[config.mk]
export PLATFORM = sky130hd
export DESIGN_NAME = junction_ctrl
export DESIGN_NICKNAME = d
export VERILOG_FILES = /design/src/rtl/jc_pkg.sv /design/src/rtl/jc_sync.sv /design/src/rtl/jc_table.sv /design/src/rtl/jc_dwell.sv /design/src/rtl/junction_ctrl.sv
export SDC_FILE = /design/constraint.sdc
export NUM_CORES = 1
export LEC_CHECK = 0
export CAP_MARGIN = 15
export CORE_MARGIN = 5
export CORE_UTILIZATION = 45
export CTS_BUF_LIST = sky130_fd_sc_hd__clkbuf_4
export DETAILED_ROUTE_END_ITERATION = 7
export PLACE_DENSITY = 0.73
export SLEW_MARGIN = 20
export SYNTH_ARGS = -nofsm -noshare
export SYNTH_HDL_FRONTEND = slang
export SYNTH_SLANG_ARGS = --single-unit
[constraint.sdc]
create_clock -name clk -period 1.5 [get_ports clk]
set_input_delay 0.3 -clock clk [delete_from_list [all_inputs] [get_ports clk]]
set_output_delay 0.3 -clock clk [all_outputs]
set_load 0.05 [all_outputs]
[src/rtl/jc_pkg.sv]
package jc_pkg;
  typedef enum logic [1:0] {
    PH_N_GO  = 2'd0,
    PH_N_AMB = 2'd1,
    PH_E_GO  = 2'd2,
    PH_E_AMB = 2'd3
  } phase_t;

  localparam int LAMP_W = 6;
  localparam int SENS_W = 2;
  localparam int PHASES = 4;
endpackage

[src/rtl/jc_sync.sv]
module jc_sync #(
  parameter int W      = 2,
  parameter int STAGES = 2
) (
  input  logic         clk,
  input  logic         rst_n,
  input  logic [W-1:0] d,
  output logic [W-1:0] q
);
  logic [W-1:0] chain [STAGES];

  always_ff @(posedge clk or negedge rst_n) begin
    if (!rst_n) chain[0] <= '0;
    else        chain[0] <= d;
  end

  for (genvar s = 1; s < STAGES; s++) begin : g_stage
    always_ff @(posedge clk or negedge rst_n) begin
      if (!rst_n) chain[s] <= '0;
      else        chain[s] <= chain[s-1];
    end
  end

  assign q = chain[STAGES-1];
endmodule

[src/rtl/jc_table.sv]
module jc_table
  import jc_pkg::*;
#(
  parameter int DW_N_GO  = 30,
  parameter int DW_N_AMB = 5,
  parameter int DW_E_GO  = 30,
  parameter int DW_E_AMB = 5,
  parameter int CNT_W    = 5
) (
  input  phase_t             cur,
  input  logic [SENS_W-1:0]  sens,
  output phase_t             nxt,
  output logic [LAMP_W-1:0]  lamp,
  output logic [CNT_W-1:0]   nxt_dwell
);
  localparam int IDX_W = $bits(phase_t) + SENS_W;
  localparam int ENTRIES = 1 << IDX_W;

  // successor look-up, entry index = {phase, sensors}, highest index first
  localparam logic [ENTRIES-1:0][1:0] SUCC = {
    2'd0, 2'd0, 2'd0, 2'd0,   // east-amber: always north-go
    2'd3, 2'd3, 2'd2, 2'd2,   // east-go: sensor bit 1 selects amber
    2'd2, 2'd2, 2'd2, 2'd2,   // north-amber: always east-go
    2'd1, 2'd0, 2'd1, 2'd0    // north-go: sensor bit 0 selects amber
  };

  logic [IDX_W-1:0] idx;
  assign idx = {cur, sens};
  assign nxt = phase_t'(SUCC[idx]);

  always_comb begin
    unique case (cur)
      PH_N_GO:  lamp = 6'h21;
      PH_N_AMB: lamp = 6'h22;
      PH_E_GO:  lamp = 6'h0C;
      default:  lamp = 6'h14;
    endcase
  end

  always_comb begin
    unique case (nxt)
      PH_N_GO:  nxt_dwell = CNT_W'(DW_N_GO);
      PH_N_AMB: nxt_dwell = CNT_W'(DW_N_AMB);
      PH_E_GO:  nxt_dwell = CNT_W'(DW_E_GO);
      default:  nxt_dwell = CNT_W'(DW_E_AMB);
    endcase
  end
endmodule

[src/rtl/jc_dwell.sv]
module jc_dwell #(
  parameter int CNT_W = 5,
  parameter int INIT  = 30
) (
  input  logic             clk,
  input  logic             rst_n,
  input  logic             tick,
  input  logic [CNT_W-1:0] reload,
  output logic             last,
  output logic [CNT_W-1:0] remain
);
  logic [CNT_W-1:0] cnt;

  always_ff @(posedge clk or negedge rst_n) begin
    if (!rst_n)         cnt <= CNT_W'(INIT);
    else if (tick) begin
      if (last)         cnt <= reload;
      else              cnt <= cnt - 1'b1;
    end
  end

  assign last   = (cnt == CNT_W'(1));
  assign remain = cnt;
endmodule

[src/rtl/junction_ctrl.sv]
module junction_ctrl
  import jc_pkg::*;
#(
  parameter int DW_N_GO  = 30,
  parameter int DW_N_AMB = 5,
  parameter int DW_E_GO  = 30,
  parameter int DW_E_AMB = 5
) (
  input  logic       clk,
  input  logic       rst_n,
  input  logic       tick,
  input  logic [1:0] sense,
  output logic [5:0] lamps
);
  localparam int DW_MAX_G = (DW_N_GO > DW_E_GO) ? DW_N_GO : DW_E_GO;
  localparam int DW_MAX_A = (DW_N_AMB > DW_E_AMB) ? DW_N_AMB : DW_E_AMB;
  localparam int DW_MAX   = (DW_MAX_G > DW_MAX_A) ? DW_MAX_G : DW_MAX_A;
  localparam int CNT_W    = $clog2(DW_MAX + 1);

  phase_t             phase, phase_nxt;
  logic [SENS_W-1:0]  sens_s;
  logic [CNT_W-1:0]   reload, remain;
  logic               dwell_end;

  jc_sync #(.W(SENS_W), .STAGES(2)) u_sync (
    .clk(clk), .rst_n(rst_n), .d(sense), .q(sens_s)
  );

  jc_table #(
    .DW_N_GO(DW_N_GO), .DW_N_AMB(DW_N_AMB),
    .DW_E_GO(DW_E_GO), .DW_E_AMB(DW_E_AMB), .CNT_W(CNT_W)
  ) u_table (
    .cur(phase), .sens(sens_s), .nxt(phase_nxt),
    .lamp(lamps), .nxt_dwell(reload)
  );

  jc_dwell #(.CNT_W(CNT_W), .INIT(DW_N_GO)) u_dwell (
    .clk(clk), .rst_n(rst_n), .tick(tick), .reload(reload),
    .last(dwell_end), .remain(remain)
  );

  always_ff @(posedge clk or negedge rst_n) begin
    if (!rst_n)                  phase <= PH_N_GO;
    else if (tick && dwell_end)  phase <= phase_nxt;
  end
endmodule

### Word-level counts from Yosys, hierarchy flattened

Memories as Yosys holds them, arrays and structs flattened.
Cells that the tools add are included.

| word-level totals | value |
|---|---|
| register bits after elaboration | 11 |
| memories | 1 |
| memory bits (read-only) | 32 |
| memory bits (writable) | 0 |
| word-level logic and storage cells | 19 |
| bits in latches | 0 |
| output and inout bits | 6 |

| cells by class | value |
|---|---|
| equal/unequal tests | 4 |
| order comparisons | 1 |
| divide/modulo/power cells | 0 |
| bitwise logic cells | 0 |
| multiplexer cells | 4 |
| add/sub/neg operators | 1 |
| shift operators | 0 |
| reduce and logical (&&, ||, !) cells | 4 |
| multiply operators | 0 |

Memories:

| name | words | bits a word | read ports | clocked after Yosys merged registers in | wr ports | RTL line | text |
|---|---|---|---|---|---|---|---|
| (name not given) | 16 | 2 | 1 | 0 | 0 | jc_table.sv:29 | `assign nxt = phase_t'(SUCC[idx]);` |

Operator list:

| kind | number |
|---|---|
| 6-bit one-hot mux with 3 select lines | 1 |
| 5-bit 2-to-1 mux | 2 |
| 5-bit by 1-bit equality test with 1-bit output (second input constant) | 1 |
| 4-bit by 5-bit less-than comparator with 1-bit output (second input constant) | 1 |
| 5-bit by 1-bit subtractor with 5-bit output (second input constant) | 1 |
| 2-bit equality test (second input constant) | 2 |
| 2-bit zero test | 2 |
| 2-bit by 1-bit equality test with 1-bit output (second input constant) | 1 |
| 2-bit 2-to-1 mux | 1 |
| 2-bit OR reduction | 1 |
| 1-bit logical AND | 1 |

### Depth between registers and ports, before layout

| logic depth | value |
|---|---|
| depth in word-level cells | 6 |
| mapped depth | 5 |

### Cells and area by module

Synthesis repeated with hierarchy kept, for this count alone.

| unflattened totals | value |
|---|---|
| cells, all modules | 62 |
| area total of the unflattened synthesis | 666.9 um^2 |

Modules (own cells, without submodules):

| module | instances | seq. area each (um^2) | area each (um^2) | cells each |
|---|---|---|---|---|
| jc_dwell | 1 | 130.1 | 341.6 | 33 |
| jc_table | 1 | 0.0 | 133.9 | 18 |
| jc_sync | 1 | 100.1 | 115.1 | 6 |
| junction_ctrl | 1 | 50.0 | 76.3 | 5 |

### Worst setup path before layout

Ideal clock, no wire load.

| timing path | value |
|---|---|
| kind | register -> output |
| start point | register phase[0] |
| end point | output port lamps[5] |
| slack | -0.550 ns |
| arrival | 1.750 ns |
| cell stages (with the launch flop) | 5 |
| data required time | 1.200 ns |
| cell sequence | dfrtp_1 -> inv_1 -> ha_1 -> nor2_1 -> nor2_1 |

| on the way | value |
|---|---|
| cells in the longest elaborated chain, start to end | 2 |

Ends and longest elaborated chain:

| what | RTL line | text |
|---|---|---|
| from (decl) | junction_ctrl.sv:20 | `phase_t phase, phase_nxt;` |
| from (signal assigned) | junction_ctrl.sv:44 | `else if (tick && dwell_end) phase <= phase_nxt;` |
| 2-bit equality test (tied with other cells) | jc_table.sv:32 | `unique case (cur)` |
| 6-bit one-hot mux with 3 select lines (*) | jc_table.sv:32 |  |
| to (decl) | junction_ctrl.sv:13 | `output logic [5:0] lamps` |

Mark *: on every way between the ends. The rest lies on a longest branch, timed or not.

### Worst setup path after layout

| timing path | value |
|---|---|
| start point | register phase[1] |
| end point | output port lamps[2] |

The elaborated chain is that of the path after synthesis.

==> impl_metrics.yaml <==
drt:
  routedWlPerCell_um: 16.0
  viasPerCell: 5.79
  drt_pass1_iterations: 4
  drtIter0Drc: 10
  via_count: 550
  remaining_drc_errors: 0
  wl_um: 1520
  postRouteAntennaNets: 0
floorplanning:
  start_util_pct: 46.7
  core_um2: 1280
  ios: 11
  die-area_um2: 2170
  num_rows: 13
  die_w_um: 46.5
  fp.dieH_um: 46.5
hold_path:
  hold_path.class: "in -> async"
clocking:
  root_buffer: "clkbuf_4"
  clock-sinks: 11
  clk_pin_slew_worst_paths_ns: 0.07
  tritoncts: "done"
  h-tree-depth: 1
  clk_path_buf_depth: 2
  hold_buffers: 0
  clk-insertion-delay-late_ns: 0.27
  numCtsBuffers: 3
global_routing:
  grt_pass1_wl_um: 2520
  grt_max_degree: 12
  grt_overflow: 0
  grt_pass1_vias: 562
  antenna_found_initial: 0
  track_usage_pct: 17.1
timing:
  finalSetupViolCount: 6
  setup_ws_ns: -0.169
  fin_crit_sh_pct: 111
  fmaxAchievable_ghz: 0.599
  relSlewSlack_pct: 67.9
  rsz0062_at_grt: "yes"
  drv_slew: 0
  min_period_ns: 1.67
  finClkSkew_ns: 0.00126
  tightest_slew_ns: 0.479
  hold_viol: 0
synth:
  ys_ff_latch: 11
  synth_area_um2: 601
  ys_warn_count: 0
  synth.avg_cell_area_um2: 10.9
  syn_inst: 55
  ys_seq_area_share_pct: 46.7
  syn_nets: 66
  ys_types: 23
setup_path:
  crit_type: "reg -> out"
  arrival_ns: 1.37
  worstReg2RegStart: "u_dwell.remain[1]"
  cpLargestDelayFamily: "flip-flops"
  path_buf_inv: 1
  required_ns: 1.20
  r2r-end: "phase[1]"
  ff2ff_setup_slack_ns: 0.02
  cp-end-kind: "output pin"
  cp_max_fo: 5
  slowest_stage: "dfrtp_2"
  path_cells: "ha_4 -> or2_4 -> buf_8"
  start_kind: "flop"
  reg2reg_depth: 5
  slowest_delay_ns: 0.48
run_status:
  status: "finished with violations"
  violations: "negative setup slack"
layout:
  fin_util_pct: 76.9
  fin_nets: 92
  diodes: 0
  stdcell_area_um2: 988
  final_cells: 95
  synthToLayoutAreaGrowth_pct: 64.6
  drive_gt1_share_pct: 56.3
power:
  power_leakage_nw: 0.422
  cellPowerDensity_nw_per_um2: 2510
  ir_worst_vdd_mv: 1.27
place:
  routabilityCongestion: 0.726
  dp_cells: 84
  place_area_um2: 821
  numPortBuffers: 10
  dp_hpwl_um: 1000
flow_run:
  drv_cap: 0
==> through the flow <==
stage | setup TNS, ns | setup WS (ns) | hold WS (ns) | total power [mW]
6_report | -0.466 | -0.169 | 0.347 | 2.48
5_1_grt | -0.784 | -0.197 | 0.384 | 2.61
4_1_cts | -0.422 | -0.154 | 0.362 | 2.39
3_5_place_dp | -0.0776 | -0.0370 | 0.344 | 1.88
3_3_place_gp | 0 | 0.0484 | 0.341 | 1.83
2_1_floorplan | -0.0733 | -0.0733 | 0.00441 | 1.33
==> how the worst max path moves through the flow <==
stage / startpoint / to / slack [ns] / cells after the start
2_1_floorplan: phase[0] / lamps[5] / -0.07 / 4
3_3_place_gp: u_dwell.remain[1] / phase[0] / 0.05 / 5
3_5_place_dp: u_dwell.remain[1] / phase[1] / -0.04 / 5
4_1_cts: phase[1] / lamps[2] / -0.15 / 3
5_1_grt: phase[1] / lamps[2] / -0.20 / 3
6_report: phase[1] / lamps[2] / -0.17 / 3
==> where the power goes <==
part | internal [mW] | leakage (nW) | total (mW) | switching, mW
Combinational | 0.858 | 0.280 | 1.68 | 0.822
Sequential | 0.440 | 0.124 | 0.595 | 0.155
Clock | 0.0989 | 0.0177 | 0.208 | 0.109
==> sequential cells by signal, summed over array words and instances, names as in the netlist <==
register and flops:
u_sync.q 2, u_sync.chain 2, phase 2, u_dwell.remain 5
==> what timing repair did <==
action / in CTS / in global routing
endpoints found under the hold margin: 0 / 0
setup endpoints to repair: 5 / 9
pin swaps: 4 / 1
resized for setup: 19 / 1
setup buffers: 5 / 2
==> layer usage <==
metal | GRT usage [%] | routed length (um)
met5 | 0 | 0
met4 | 15.3 | 95
met3 | 4.30 | 79
met2 | 26.1 | 729
met1 | 19.3 | 619
==> cell usage after synthesis <==
cell type | n | area [um2]
mux2_1 | 2 | 22.5
nor3b_1 | 2 | 15.0
nand3_1 | 1 | 5.00
nor2_1 | 4 | 15.0
inv_1 | 6 | 22.5
nand4b_1 | 1 | 8.76
dfstp_2 | 4 | 105
nand2_1 | 2 | 7.51
nor4b_4 | 1 | 23.8
clkbuf_1 | 1 | 3.75
o211ai_1 | 1 | 7.51
nor3_1 | 1 | 5.00
a31o_2 | 2 | 17.5
ha_1 | 6 | 75.1
dfrtp_1 | 7 | 175
o2111ai_1 | 1 | 8.76
o22ai_1 | 1 | 6.26
nand2_2 | 1 | 6.26
a21bo_2 | 1 | 10.0
o21ai_0 | 5 | 25.0
nand2b_1 | 3 | 18.8
or2_2 | 1 | 6.26
mux2i_1 | 1 | 10.0
==> final cells by class <==
class,instances,area [um2]
flip-flops and latches,11,283
repair buffers,22,256
fillers,84,297
inverters,6,25.0
clock inverters,1,5.00
well taps,15,18.8
clock buffers,3,22.5
multi-input cells,37,378
==> kinds of logic after synthesis <==
group | count (synthesis) | share of synthesized area (%)
flops | 11 | 46.7
simple gates | 17 | 18.5
compound gates | 11 | 12.5
mux | 3 | 5.42
fa+ha+maj | 6 | 12.5
buf+inv | 7 | 4.37
==> placed cells by master (no fill, tap or decap), types with 2 or more instances in the layout <==
| master | Yosys | routed |
|---|---|---|
| a31o_2 | 2 | 2 |
| buf_12 | 0 | 5 |
| buf_4 | 0 | 9 |
| buf_6 | 0 | 3 |
| clkbuf_4 | 0 | 3 |
| clkdlybuf4s50_1 | 0 | 4 |
| dfrtp_1 | 7 | 5 |
| dfrtp_2 | 0 | 2 |
| dfstp_2 | 4 | 4 |
| ha_4 | 0 | 5 |
| inv_1 | 6 | 3 |
| inv_2 | 0 | 2 |
| nand2_1 | 2 | 2 |
| nand2b_1 | 3 | 3 |
| nor2_1 | 4 | 2 |
| nor2_4 | 0 | 2 |
| nor3b_1 | 2 | 2 |
| o21ai_0 | 5 | 5 |
Note: power is estimated with default switching activity, not from simulation.
